<file path="src/rtl/spec_dfe_pkg.sv">
package spec_dfe_pkg;

    localparam int unsigned DFE_DEF_W = 8;

    // Pair of tentative decisions, one per assumed previous bit
    typedef struct packed {
        logic if_prev_one;
        logic if_prev_zero;
    } tent_pair_t;

    // Index of each speculative path inside the generate loop
    localparam int unsigned PATH_PREV_ONE  = 0;
    localparam int unsigned PATH_PREV_ZERO = 1;
    localparam int unsigned PATH_COUNT     = 2;

    // Pick the tentative result that matches the previous bit
    function automatic logic pick_path(input tent_pair_t tp, input logic prev);
        return prev ? tp.if_prev_one : tp.if_prev_zero;
    endfunction

endpackage

</file>
<file path="src/rtl/dfe_thresh_gen.sv">
module dfe_thresh_gen #(
    parameter int unsigned SAMPLE_W = 8,
    localparam int unsigned EXT_W = SAMPLE_W + 1
) (
    input  logic [SAMPLE_W-1:0]   tap_w_i,
    output logic signed [EXT_W-1:0] thr_pos_o,
    output logic signed [EXT_W-1:0] thr_neg_o
);
    logic signed [EXT_W-1:0] w_ext;

    // One extra bit so the negation of the most negative weight is exact
    assign w_ext     = $signed({tap_w_i[SAMPLE_W-1], tap_w_i});
    assign thr_pos_o = w_ext;
    assign thr_neg_o = -w_ext;
endmodule

</file>
<file path="src/rtl/dfe_slicer.sv">
module dfe_slicer #(
    parameter int unsigned SAMPLE_W = 8,
    localparam int unsigned EXT_W = SAMPLE_W + 1
) (
    input  logic [SAMPLE_W-1:0]     smp_i,
    input  logic signed [EXT_W-1:0] thr_i,
    output logic                    above_o
);
    logic signed [EXT_W-1:0] smp_ext;

    assign smp_ext = $signed({smp_i[SAMPLE_W-1], smp_i});
    assign above_o = (smp_ext > thr_i);
endmodule

</file>
<file path="src/rtl/dfe_decide.sv">
module dfe_decide
    import spec_dfe_pkg::*;
(
    input  logic       clk,
    input  logic       rst,
    input  logic       take_i,
    input  tent_pair_t tent_i,
    output logic       dec_o,
    output logic       dec_vld_o
);
    logic dec_q;
    logic vld_q;
    logic dec_nxt;

    // The only logic between the flop output and its input: a 2:1 pick
    assign dec_nxt = pick_path(tent_i, dec_q);

    always_ff @(posedge clk) begin
        if (rst) begin
            dec_q <= 1'b0;
            vld_q <= 1'b0;
        end else begin
            vld_q <= take_i;
            if (take_i) begin
                dec_q <= dec_nxt;
            end
        end
    end

    assign dec_o     = dec_q;
    assign dec_vld_o = vld_q;
endmodule

</file>
<file path="src/rtl/spec_dfe1.sv">
module spec_dfe1
    import spec_dfe_pkg::*;
#(
    parameter int unsigned SAMPLE_W = DFE_DEF_W
) (
    input  logic                clk,
    input  logic                rst,
    input  logic                smp_vld_i,
    input  logic [SAMPLE_W-1:0] smp_i,
    input  logic [SAMPLE_W-1:0] tap_w_i,
    output logic                dec_o,
    output logic                dec_vld_o
);
    localparam int unsigned EXT_W = SAMPLE_W + 1;

    logic signed [EXT_W-1:0] thr_arr [PATH_COUNT];
    logic [PATH_COUNT-1:0]   above;
    tent_pair_t              tent;

    dfe_thresh_gen #(.SAMPLE_W(SAMPLE_W)) u_thr (
        .tap_w_i   (tap_w_i),
        .thr_pos_o (thr_arr[PATH_PREV_ONE]),
        .thr_neg_o (thr_arr[PATH_PREV_ZERO])
    );

    // Speculative paths, evaluated on every sample
    for (genvar p = 0; p < PATH_COUNT; p++) begin : g_path
        dfe_slicer #(.SAMPLE_W(SAMPLE_W)) u_slc (
            .smp_i   (smp_i),
            .thr_i   (thr_arr[p]),
            .above_o (above[p])
        );
    end

    // Comparator outputs go to the selector with no retiming in between
    assign tent.if_prev_one  = above[PATH_PREV_ONE];
    assign tent.if_prev_zero = above[PATH_PREV_ZERO];

    dfe_decide u_dec (
        .clk       (clk),
        .rst       (rst),
        .take_i    (smp_vld_i),
        .tent_i    (tent),
        .dec_o     (dec_o),
        .dec_vld_o (dec_vld_o)
    );
endmodule

</file>
<file path="config.mk">
export PLATFORM = sky130hd
export DESIGN_NAME = spec_dfe1
export DESIGN_NICKNAME = d
export VERILOG_FILES = /design/src/rtl/spec_dfe_pkg.sv /design/src/rtl/dfe_thresh_gen.sv /design/src/rtl/dfe_slicer.sv /design/src/rtl/dfe_decide.sv /design/src/rtl/spec_dfe1.sv
export SDC_FILE = /design/constraint.sdc
export NUM_CORES = 1
export LEC_CHECK = 0
export BUFFER_PORTS_ARGS = -buffer_cell sky130_fd_sc_hd__buf_4
export CAP_MARGIN = 20
export CORE_MARGIN = 2
export CORE_UTILIZATION = 30
export DETAILED_ROUTE_END_ITERATION = 8
export GPL_TIMING_DRIVEN = 0
export PLACE_DENSITY_LB_ADDON = 0.05
export RECOVER_POWER = 25
export SLEW_MARGIN = 10
export SYNTH_ARGS = -nofsm -noshare
export SYNTH_HDL_FRONTEND = slang
export SYNTH_SLANG_ARGS = --single-unit
</file>
<file path="constraint.sdc">
create_clock -name clk -period 5.11 [get_ports clk]
set_input_delay 1.022 -clock clk [delete_from_list [all_inputs] [get_ports clk]]
set_output_delay 1.022 -clock clk [all_outputs]
set_load 0.005 [all_outputs]
</file>
=== Word-level counts from Yosys, hierarchy flattened ===
Cells that the tools add are included.

* Shift operators: 0
* Add/sub/neg operators: 1
* Multiplexer cells: 1
* $mul: 0
* Eq/ne operators: 0
* Magnitude comparators: 2
* Divide/modulo/power cells: 0
* Reductions and logical operators: 0
* Bitwise logic cells: 0

{| class="wikitable"
|+ Operators with widths
! cell !! count
|-
| $gt 8x9->1 || 1
|-
| $neg 8->9 || 1
|-
| $gt 8x8->1 || 1
|-
| $mux 1 || 1
|}

* Logic and storage cells: 6
* Flip-flop bits (word level): 2
* Bits in read-only memories: 0
* Bits in latches: 0
* Bits of input ports: 19
* Output and inout bits: 2
* Memories kept: 0
* RAM bits: 0

=== Logic depth before layout (Yosys ltp) ===
Gate-level depths: netlist (run 1).

* Word-level depth: 3
* Mapped depth: 11
* Depth with buffers taken out: 11

=== Hierarchy ===
Synthesis (run 1) repeated with hierarchy kept, for this count alone.

* Cell total of the unflattened synthesis: 105
* Area total of the unflattened synthesis: 779.5 um^2

{| class="wikitable"
|+ By module, submodules not included
! module !! area each (um^2) !! sequential area each (um^2) !! cells an instance !! times used
|-
| dfe_slicer || 237.7 || 0.0 || 35 || 2
|-
| dfe_thresh_gen || 215.2 || 0.0 || 28 || 1
|-
| dfe_decide || 88.8 || 40.0 || 7 || 1
|}

=== Worst setup path before layout (run 1) ===
OpenSTA, ideal clock, no wires.

* Path kind: input to register
* Start: in tap_w_i[1]
* End: reg u_dec.dec_q (netlist: u_dec.dec_o)
* Cell stages on the path: 10
* Required time: 4.986 ns
* Buffers on the path: 0
* Data arrival time: 2.335 ns
* Setup time: 0.124 ns
* Setup slack: 2.651 ns
* Cell sequence: inv_1 -> ha_1 -> nand3_1 -> xnor2_1 -> ha_1 -> and3_1 -> nand4_1 -> o21ai_0 -> o21bai_1 -> a31oi_1

* Cells in the longest elaborated chain, start to end: 3
* Elaborated cells on any way between the ends: 4
* Those cells by class: 1 x add/sub; 2 x order compare; 1 x mux

{| class="wikitable"
|+ RTL lines
! what !! line !! source
|-
| start: declaration || spec_dfe1.sv:10 || <nowiki>input logic [SAMPLE_W-1:0] tap_w_i,</nowiki>
|-
| $neg 8->9 || dfe_thresh_gen.sv:14 || <nowiki>assign thr_neg_o = -w_ext;</nowiki>
|-
| $gt 8x9->1 || dfe_slicer.sv:12 || <nowiki>assign above_o = (smp_ext > thr_i);</nowiki>
|-
| $mux 1 * || spec_dfe_pkg.sv:18 || <nowiki>return prev ? tp.if_prev_one : tp.if_prev_zero;</nowiki>
|-
| end signal: assignment || dfe_decide.sv:25 || <nowiki>dec_q <= dec_nxt;</nowiki>
|-
| end: declaration || dfe_decide.sv:11 || <nowiki>logic dec_q;</nowiki>
|}

Mark *: on every way between the ends. The rest lies on a longest branch, timed or not.
A chain may end at the register's enable or synchronous reset.

=== Worst setup path after layout (run 1) ===
Ends and elaborated chain as after synthesis.

==> flow_summary_export.csv, run 1 <==
group,metric,value,unit
run_status,status,"finished clean",
critical_path,r2r_start,"u_dec.dec_o",
floorplanning,initial_core_util,32.8,%
synthesis,synth_seq_area_share,6.85,%
sta,fin_crit,2.55,ns
clock_tree,htreeDepth,1,
synthesis,synth_area,584,µm²
drt,dr.first_iter.drc_count,1,
clock_tree,cts_tree,"done",
sta,finalHoldViolCount,0,
pwr,ir_drop,0.0000687,V
synthesis,ys_warn_count,0,
synthesis,async_flop_share,0,%
critical_path,worstSetupStartpoint,"tap_w_i[1]",
sta,tightest_slew,0.315,ns
clock_tree,cts_buffers,3,
sta,period_share,49.8,%
grt,grt_antenna_before_repair,0,
critical_path,r2r_cells,4,
cells_and_area,mostFrequentLayoutCells,"buf_4, ha_1, inv_1, nor2_1, xnor2_1",
floorplanning,dieArea,2320,µm²
worst_hold_path,min_path_cells,2,
cells_and_area,n_fill_cell,212,
critical_path,endpoint_kind,"register",
cells_and_area,fin_area,788,µm²
grt,grt_max_degree,5,
cells_and_area,drive_gt1_share,26.7,%
pwr,leakage,0.403,nW
cells_and_area,final_common_cell,"buf_4",
pwr,power_per_cell_area,142,nW/µm²
cells_and_area,antennaDiodeCount,0,
critical_path,worstPathMaxFanout,3,
drt,drt-total-wl,1300,µm
clock_tree,cts_root_buf,"clkbuf_4",
critical_path,r2r-end,"u_dec.dec_o",
sta,finClkSkew,0,ns
critical_path,worstPathRequired,5.21,ns
floorplanning,io_pins,21,
flow_run,drv_cap,0,
sta,setup_viol,0,
grt,grt_overflow,0,
clock_tree,ctsHoldBuffers,0,
grt,grtUsageTotal,12.8,%
worst_hold_path,worstHoldPathType,"reg2reg",
drt,wire_per_inst,10.3,µm
synthesis,syn_nets,114,
drt,dr.pass1.iters,3,
clock_tree,cts.path.max_buffers,2,
synthesis,ys_seq_elements,2,
placed_design,port_buffers,20,
clock_tree,clock_latency,0.22,ns
floorplanning,core,1780,µm²
sta,slew_violations,0,
grt,grt_pass1_wl,2160,µm
sta,clock.fmax,393,MHz
drt,via_per_inst,4.80,
placed_design,hpwl,1220,µm
critical_path,r2r_setup_slack,4.06,ns
synthesis,yosysUniqueCellTypes,23,
floorplanning,dieHeight,48.1,µm
cells_and_area,seq_area,40.0,µm²
drt,remaining_drc_errors,0,
cells_and_area,areaGrowthSynthToFinish,34.9,%
synthesis,syn_inst,78,
sta,rsz0062_at_grt,"false",
floorplanning,die_width,48.1,µm
drt,vias,605,
critical_path,setup.worst_path.start_class,"input pin",
clock_tree,clk_pin_slew,0.03,ns
critical_path,arrival,2.65,ns
placed_design,place_area,766,µm²
cells_and_area,fin_nets,139,
placed_design,gp_congestion,0.749,
clock_tree,cts_setup_buffers,0,
synthesis,syn_area_per_cell,7.49,µm²
synthesis,synth-main-ff-cell,"dfxtp_1",
drt,antenna_left,0,
floorplanning,rows,15,
cells_and_area,multiInputGateArea,495,µm²
sta,slew_headroom,78.8,%
grt,grt_pass1_vias,583,
clock_tree,numClockSinks,2,
synthesis,synth_edf_count,0,
critical_path,path_class,"in2reg",
sta,tns,0,ns
critical_path,cp-endpoint,"u_dec.dec_o",
clock_tree,cts_resized,0,
-- how the worst min path moves through the flow --
stage / to / from / slack [ns]
floorplan: u_dec.dec_o / u_dec.dec_o / 0.51
global placement: u_dec.dec_o / u_dec.dec_o / 0.53
detailed placement: u_dec.dec_o / u_dec.dec_o / 0.52
CTS: u_dec.dec_o / u_dec.dec_o / 0.53
global route: u_dec.dec_o / u_dec.dec_o / 0.57
finish: u_dec.dec_o / u_dec.dec_o / 0.52
-- Yosys cell counts (all sizes together) (2+ instances only) --
master | count | area [µm²]
nor2b | 3 | 18.8
a21oi | 4 | 20.0
xnor2 | 5 | 43.8
a31oi | 3 | 18.8
dfxtp | 2 | 40.0
ha | 17 | 213
o21ai | 5 | 25.0
nand3 | 4 | 20.0
nand4 | 4 | 25.0
inv | 13 | 48.8
nor2 | 5 | 18.8
nor3 | 2 | 10.0
nand2 | 3 | 11.3
-- critical path, cell delays in order --
cell	delay (ns)
buf_4	0.12
inv_1	0.10
ha_1	0.23
nand3_1	0.11
xnor2_1	0.14
ha_1	0.32
and3_1	0.19
nand4_1	0.09
o21ai_0	0.13
o21bai_1	0.12
a31oi_1	0.08
-- final cells by class --
class | count | share of cell area, %
Multi-Input combinational cell | 63 | 62.9
Timing Repair Buffer | 20 | 19.0
Inverter | 13 | 6.19
Sequential cell | 2 | 5.08
Tap cell | 25 | 3.97
Clock buffer | 3 | 2.86
-- layer usage --
| metal | GRT usage, % | wire (µm) | vias up |
|---|---|---|---|
| li1 | - | - | 326 |
| met1 | 15.6 | 594 | 264 |
| met2 | 24.8 | 645 | 15 |
| met3 | 1.11 | 60 | 0 |
| met4 | 1.62 | 0 | 0 |
| met5 | 0 | 0 | - |
-- kinds of logic (layout without fill, tap and decap cells) --
group                      Yosys count  in the layout  synth area share, %
xor gates and xnor gates             6              6                 8.99
AOI/OAI and AO/OA                   16             16                 17.3
DFF                                  2              2                 6.85
buffers and inverters               13             36                 8.35
adders and majority gates           17             17                 36.4
and+or+nand+nor                     24             24                 22.1
-- registers in the layout, indices dropped and copies added (netlist names) --
name / count
u_dec.dec_vld_o: 1
u_dec.dec_o: 1
-- through the flow --
| stage | std cells | hold WS [ns] | power, W | setup WS (ns) | utilization [%] |
|---|---|---|---|---|---|
| after floorplan | 78 | 0.505 | 0.0000538 | 2.65 | - |
| after global placement | 123 | 0.531 | 0.0000781 | 2.30 | 42.9 |
| after detailed placement | 123 | 0.525 | 0.0000784 | 2.30 | 42.9 |
| after CTS | 126 | 0.530 | 0.000115 | 2.54 | 44.2 |
| after global routing | 126 | 0.571 | 0.000123 | 2.37 | 44.2 |
| final | 126 | 0.525 | 0.000112 | 2.56 | 44.2 |
-- report_power, final --
group	switching [W]	internal, W	leakage [nW]
Sequential	0.00000129	0.0000173	0.0166
Combinational	0.0000280	0.0000307	0.372
Clock	0.00000875	0.0000259	0.0138
Total	0.0000381	0.0000739	0.403
(Power assumes the default switching activity.)
==> run 2: changes to the inputs <==
--- a/config.mk
+++ b/config.mk
@@ -5,6 +5,7 @@
 export SDC_FILE = /design/constraint.sdc
 export NUM_CORES = 1
 export LEC_CHECK = 0
+export ABC_AREA = 1
 export BUFFER_PORTS_ARGS = -buffer_cell sky130_fd_sc_hd__buf_4
 export CAP_MARGIN = 20
 export CORE_MARGIN = 2
==> constraint.sdc (replaced) <==
create_clock -name clk -period 2.22 [get_ports clk]
set_input_delay 0.444 -clock clk [delete_from_list [all_inputs] [get_ports clk]]
set_output_delay 0.444 -clock clk [all_outputs]
set_load 0.005 [all_outputs]
==> flow_summary_export.csv, run 2 <==
group,metric,value,unit
run_status,status,"finished clean",
cells_and_area,multiInputGateArea,603,µm²
synthesis,syn_nets,135,
clock_tree,cts_tree,"done",
placed_design,hpwl,1180,µm
synthesis,synth-simple-area-share,33.5,%
floorplanning,rows,16,
critical_path,arrival,2.26,ns
grt,grt_max_degree,6,
worst_hold_path,min_path_cells,2,
sta,tns,0,ns
floorplanning,dieHeight,50.3,µm
grt,grtUsageTotal,12.2,%
grt,grt_overflow,0,
critical_path,path_class,"in2reg",
clock_tree,cts_root_buf,"clkbuf_4",
synthesis,netlist_top_cells_area,"ha_1, nand2_1, inv_1",
grt,grt.busiest_layer,"met2",
critical_path,endpoint_kind,"register",
floorplanning,die_width,50.3,µm
grt,use_met2,19.5,%
cells_and_area,fin_area,921,µm²
grt,grt_pass1_vias,652,
grt,global_route.usage.met3,2.38,%
sta,setup_viol,0,
drt,drt-total-wl,1330,µm
synthesis,post-synth-top-count-cell,"nand2_1",
sta,clock.fmax,475,MHz
clock_tree,cts.path.max_buffers,2,
sta,period_share,94.7,%
pwr,leakage,0.520,nW
flow_run,drv_cap,0,
synthesis,async_flop_share,0,%
synthesis,yosysUniqueCellTypes,17,
placed_design,gp_congestion,0.725,
synthesis,synth_top_family_by_area,"simple AND/OR/NAND/NOR gates",
cells_and_area,seq_area,40.0,µm²
sta,tightest_slew,0.187,ns
critical_path,setup.worst_path.start_class,"input pin",
cells_and_area,fin_nets,160,
drt,remaining_drc_errors,0,
clock_tree,clock_latency,0.22,ns
cells_and_area,antennaDiodeCount,0,
drt,wire_per_inst,8.89,µm
critical_path,worstPathMaxFanout,3,
cells_and_area,areaGrowthSynthToFinish,43.5,%
worst_hold_path,worstHoldPathType,"in2reg",
drt,vias,644,
grt,grt_antenna_before_repair,0,
synthesis,ys_warn_count,0,
cells_and_area,n_fill_cell,233,
sta,slew_headroom,87.5,%
synthesis,synth_edf_count,0,
synthesis,yosys-top-cells-count,"nand2_1, inv_1, ha_1",
floorplanning,io_pins,21,
drt,via_per_inst,4.32,
cells_and_area,final_common_cell,"nand2_1",
synthesis,synth-compound-area-share,7.80,%
pwr,power_per_cell_area,307,nW/µm²
placed_design,port_buffers,20,
sta,finClkSkew,0,ns
synthesis,synth_seq_area_share,6.24,%
pwr,ir_drop,0.000328,V
synthesis,syn_area_per_cell,6.48,µm²
synthesis,synthMuxAreaShare,0,%
clock_tree,cts_buffers,3,
synthesis,synth-main-ff-cell,"dfxtp_1",
cells_and_area,drive_gt1_share,31.1,%
drt,dr.first_iter.drc_count,0,
synthesis,yosysTopAreaCellShare,33.1,%
synthesis,syn_inst,99,
sta,slew_violations,0,
synthesis,synth_adder_area_share,33.1,%
sta,finalHoldViolCount,0,
grt,use_met1,16.2,%
clock_tree,clk_pin_slew,0.03,ns
synthesis,synth_area,642,µm²
floorplanning,initial_core_util,32.4,%
placed_design,place_area,826,µm²
drt,dr.pass1.iters,1,
synthesis,yosysTopAreaCell,"ha_1",
sta,fin_crit,2.10,ns
synthesis,synthXorXnorAreaFrac,8.19,%
floorplanning,dieArea,2530,µm²
drt,antenna_left,0,
clock_tree,htreeDepth,1,
clock_tree,numClockSinks,2,
clock_tree,cts_setup_buffers,0,
critical_path,worstPathRequired,2.37,ns
synthesis,ys_seq_elements,2,
grt,grt_pass1_wl,2470,µm
cells_and_area,mostFrequentLayoutCells,"nand2_1, buf_4, inv_1, ha_1, xor2_1",
critical_path,r2r_cells,3,
floorplanning,core,1980,µm²
run 2: final timing paths:
check	start	to	slack, ns
worst min register to register	u_dec.dec_o	u_dec.dec_o	0.48
worst min-delay path	rst	u_dec.dec_o	0.39
worst max register to register	u_dec.dec_o	u_dec.dec_o	1.50
worst max-delay path	tap_w_i[0]	u_dec.dec_o	0.12
run 2: what timing repair did:
item                                    in CTS  in global routing
hold buffers                                 0                  0
resized for setup                            2                 12
endpoints found under the setup margin       1                  1
hold endpoints to repair                     0                  0
pin swaps                                    0                  1
run 2: logic make-up (layout without fill, tap and decap cells):
family / after synthesis / after routing
XOR/XNOR: 6 / 6
AND/OR/NAND/NOR: 47 / 47
AO/OA/AOI/OAI: 8 / 8
flip-flops: 2 / 2
buffers and inverters: 19 / 42
adder cells (fa/ha/maj): 17 / 17
run 2: stage by stage:
stage | hold WS [ns] | instances | total power (W) | setup slack, ns | util, %
after floorplan | 0.471 | 99 | 0.000137 | 0.150 | -
after global placement | 0.476 | 146 | 0.000191 | -0.257 | 41.7
after detailed placement | 0.475 | 146 | 0.000193 | -0.261 | 41.7
after CTS | 0.379 | 149 | 0.000277 | 0.0577 | 43.3
after global routing | 0.384 | 149 | 0.000319 | -0.0295 | 46.5
final | 0.387 | 149 | 0.000283 | 0.117 | 46.5
run 2: layer usage:
layer / wire length, µm / part of all wire, %
met3: 46 / 3.5
met5: 0 / 0
met4: 0 / 0
met2: 648 / 49
met1: 630 / 48
run 2: layout make-up:
type                       instances  share of cell area (%)
multi-input combinational         78                    65.5
timing repair buffer              20                    16.3
inverter                          19                    7.74
sequential                         2                    4.35
tap                               27                    3.67
clock buffer                       3                    2.45
run 2: worst max-delay path: stages:
cell and delay, ns:
buf_4 0.13, inv_1 0.10, ha_4 0.17, nand3_4 0.09
nor3_4 0.20, xor2_1 0.09, ha_1 0.32, nand2_1 0.10
nor2_2 0.12, nand4_2 0.09, nand3_1 0.09, nand2_1 0.05
nand2_1 0.07, nand3_2 0.07, a21oi_2 0.13
run 2: power breakdown:
part / switching [W] / internal (W) / total (W) / leakage (nW)
logic: 0.0000860 / 0.0000783 / 0.000164 / 0.490
registers: 0.00000151 / 0.0000392 / 0.0000407 / 0.0166
clock network: 0.0000182 / 0.0000594 / 0.0000777 / 0.0138
total: 0.000106 / 0.000177 / 0.000283 / 0.520
==> run 3: changes to the inputs <==
--- a/config.mk
+++ b/config.mk
@@ -6,11 +6,12 @@
 export NUM_CORES = 1
 export LEC_CHECK = 0
 export ABC_AREA = 1
-export BUFFER_PORTS_ARGS = -buffer_cell sky130_fd_sc_hd__buf_4
 export CAP_MARGIN = 20
 export CORE_MARGIN = 2
 export CORE_UTILIZATION = 30
+export CTS_BUF_LIST = sky130_fd_sc_hd__clkbuf_8
 export DETAILED_ROUTE_END_ITERATION = 8
+export DONT_BUFFER_PORTS = 1
 export GPL_TIMING_DRIVEN = 0
 export PLACE_DENSITY_LB_ADDON = 0.05
 export RECOVER_POWER = 25
==> flow_summary_export.csv, run 3 (synthesis results as in run 2) <==
group,metric,value,unit
cells_and_area,fin_area,762,µm²
clock_tree,numClockSinks,2,
drt,wire_per_inst,10.3,µm
pwr,ir_drop,0.000409,V
pwr,power_frac_seq,13.8,%
grt,grt_max_degree,6,
sta,slew_violations,0,
cells_and_area,final_cells,129,
clock_tree,ctsHoldBuffers,0,
drt,antenna_left,0,
placed_design,place_area,676,µm²
run_status,status,"finished clean",
critical_path,arrival,2.17,ns
drt,remaining_drc_errors,0,
pwr,power.share.clock,46.4,%
drt,vias,585,
critical_path,path_cells,"inv_1 -> ha_1 -> nand3_2 -> nor3_4 -> xor2_1 -> ha_1 -> nand2_1 -> nor2_2 -> nand4_2 -> nand3_1 -> nand2_1 -> nand2_1 -> nand3_2 -> a21oi_2",
sta,tightest_slew,0.205,ns
clock_tree,htreeDepth,1,
clock_tree,cts_buffers,3,
pwr,pwr-share-comb,39.8,%
placed_design,placed_cells,126,
clock_tree,clock_latency,0.20,ns
cells_and_area,antennaDiodeCount,0,
cells_and_area,fin_nets,140,
cells_and_area,areaGrowthSynthToFinish,18.7,%
critical_path,crit_path_max_incr_delay,0.29,ns
sta,setup_viol,0,
sta,clock.fmax,492,MHz
drt,dr.pass1.iters,2,
sta,finClkSkew,0,ns
pwr,power.switching,0.0000959,W
critical_path,critPathBufInv,1,
clock_tree,cts_tree,"done",
critical_path,path_class,"in2reg",
cells_and_area,drive_gt1_share,13.7,%
clock_tree,cts_root_buf,"clkbuf_8",
placed_design,port_buffers,0,
drt,drt-total-wl,1330,µm
floorplanning,die_width,50.3,µm
pwr,leakage,0.432,nW
critical_path,critical_path.top_delay_family,"simple AND/OR/NAND/NOR gates",
drt,via_per_inst,4.53,
pwr,p_sw_share,31.8,%
placed_design,place_ws,-0.149,ns
placed_design,gp_congestion,0.696,
clock_tree,cts.path.max_buffers,2,
sta,tns,0,ns
pwr,p_int,0.000205,W
sta,finalWorstSetupSlack,0.188,ns
grt,grt_pass1_wl,2500,µm
floorplanning,rows,16,
critical_path,setup.worst_path.start_class,"input pin",
floorplanning,initial_core_util,32.4,%
sta,slew_headroom,86.3,%
placed_design,hpwl,1210,µm
clock_tree,clk_pin_slew,0.03,ns
grt,grt_pass1_vias,635,
cells_and_area,mostFrequentLayoutCells,"nand2_1, inv_1, ha_1, xor2_1",
floorplanning,dieHeight,50.3,µm
critical_path,worstPathMaxFanout,2,
floorplanning,dieArea,2530,µm²
grt,grt_overflow,0,
floorplanning,io_pins,21,
drt,dr.first_iter.drc_count,7,
sta,finalHoldViolCount,0,
worst_hold_path,worstHoldPathType,"in2reg",
floorplanning,core,1980,µm²
grt,grt_antenna_before_repair,0,
pwr,finalPower,0.000301,W
sta,period_share,91.5,%
sta,fin_crit,2.03,ns
pwr,power_per_cell_area,395,nW/µm²
critical_path,slowest_stage,"ha_1",
cells_and_area,final_common_cell,"nand2_1",
critical_path,endpoint_kind,"register",
flow_run,drv_cap,0,
critical_path,worstPathRequired,2.36,ns
grt,grtUsageTotal,12.3,%
critical_path,cpMostUsedCell,"nand2_1",
[run 3: metrics by stage]
stage                     util, %  hold WS [ns]
final                        38.4         0.299
after CTS                    36.2         0.297
after detailed placement     34.1         0.493
after global placement       34.1         0.492
after global routing         38.4         0.295
after floorplan                 -         0.471
[run 3: per-layer routing]
metal  routed length (µm)  global-route usage (%)  share of wire, %  vias up
met5                    0                       0                 0        -
met2                  650                    21.3                49       11
li1                     -                       -                 -      327
met4                    0                    2.78                 0        0
met1                  618                    15.9                46      247
met3                   60                    2.08               4.5        0
[run 3: final timing paths]
kind / from / endpoint / slack (ns) / cells after the start
hold reg to reg: u_dec.dec_o / u_dec.dec_o / 0.50 / 2
setup / recovery: tap_w_i[1] / u_dec.dec_o / 0.19 / 14
setup reg to reg: u_dec.dec_o / u_dec.dec_o / 1.47 / 3
hold / removal: rst / u_dec.dec_o / 0.30 / 1
[run 3: timing repair]
| item | CTS | global route |
|---|---|---|
| buffers inserted | 0 | 0 |
| resized for setup | 0 | 7 |
| hold endpoints to repair | 0 | 0 |
| endpoints found under the setup margin | 0 | 1 |
[run 3: power by group through the flow]
stage	logic, W	clock network [W]	registers, W
global route	0.000144	0.000149	0.0000418
CTS	0.000118	0.000142	0.0000416
floorplan	0.0000951	0	0.0000415
global placement	0.000116	0	0.0000420
detailed placement	0.000117	0	0.0000420
finish	0.000120	0.000140	0.0000415
[run 3: worst register-to-register path: stages (launching register included)]
cell	delay [ns]
dfxtp_1	0.32
nor2_1	0.14
nand3_2	0.09
a21oi_2	0.13
[run 3: final cells by class]
class / count / area, µm²
Multi-Input combinational cell: 78 / 576
Inverter: 19 / 71.3
Tap cell: 27 / 33.8
Sequential cell: 2 / 40.0
Clock buffer: 3 / 41.3
Fill cell: 225 / 1220
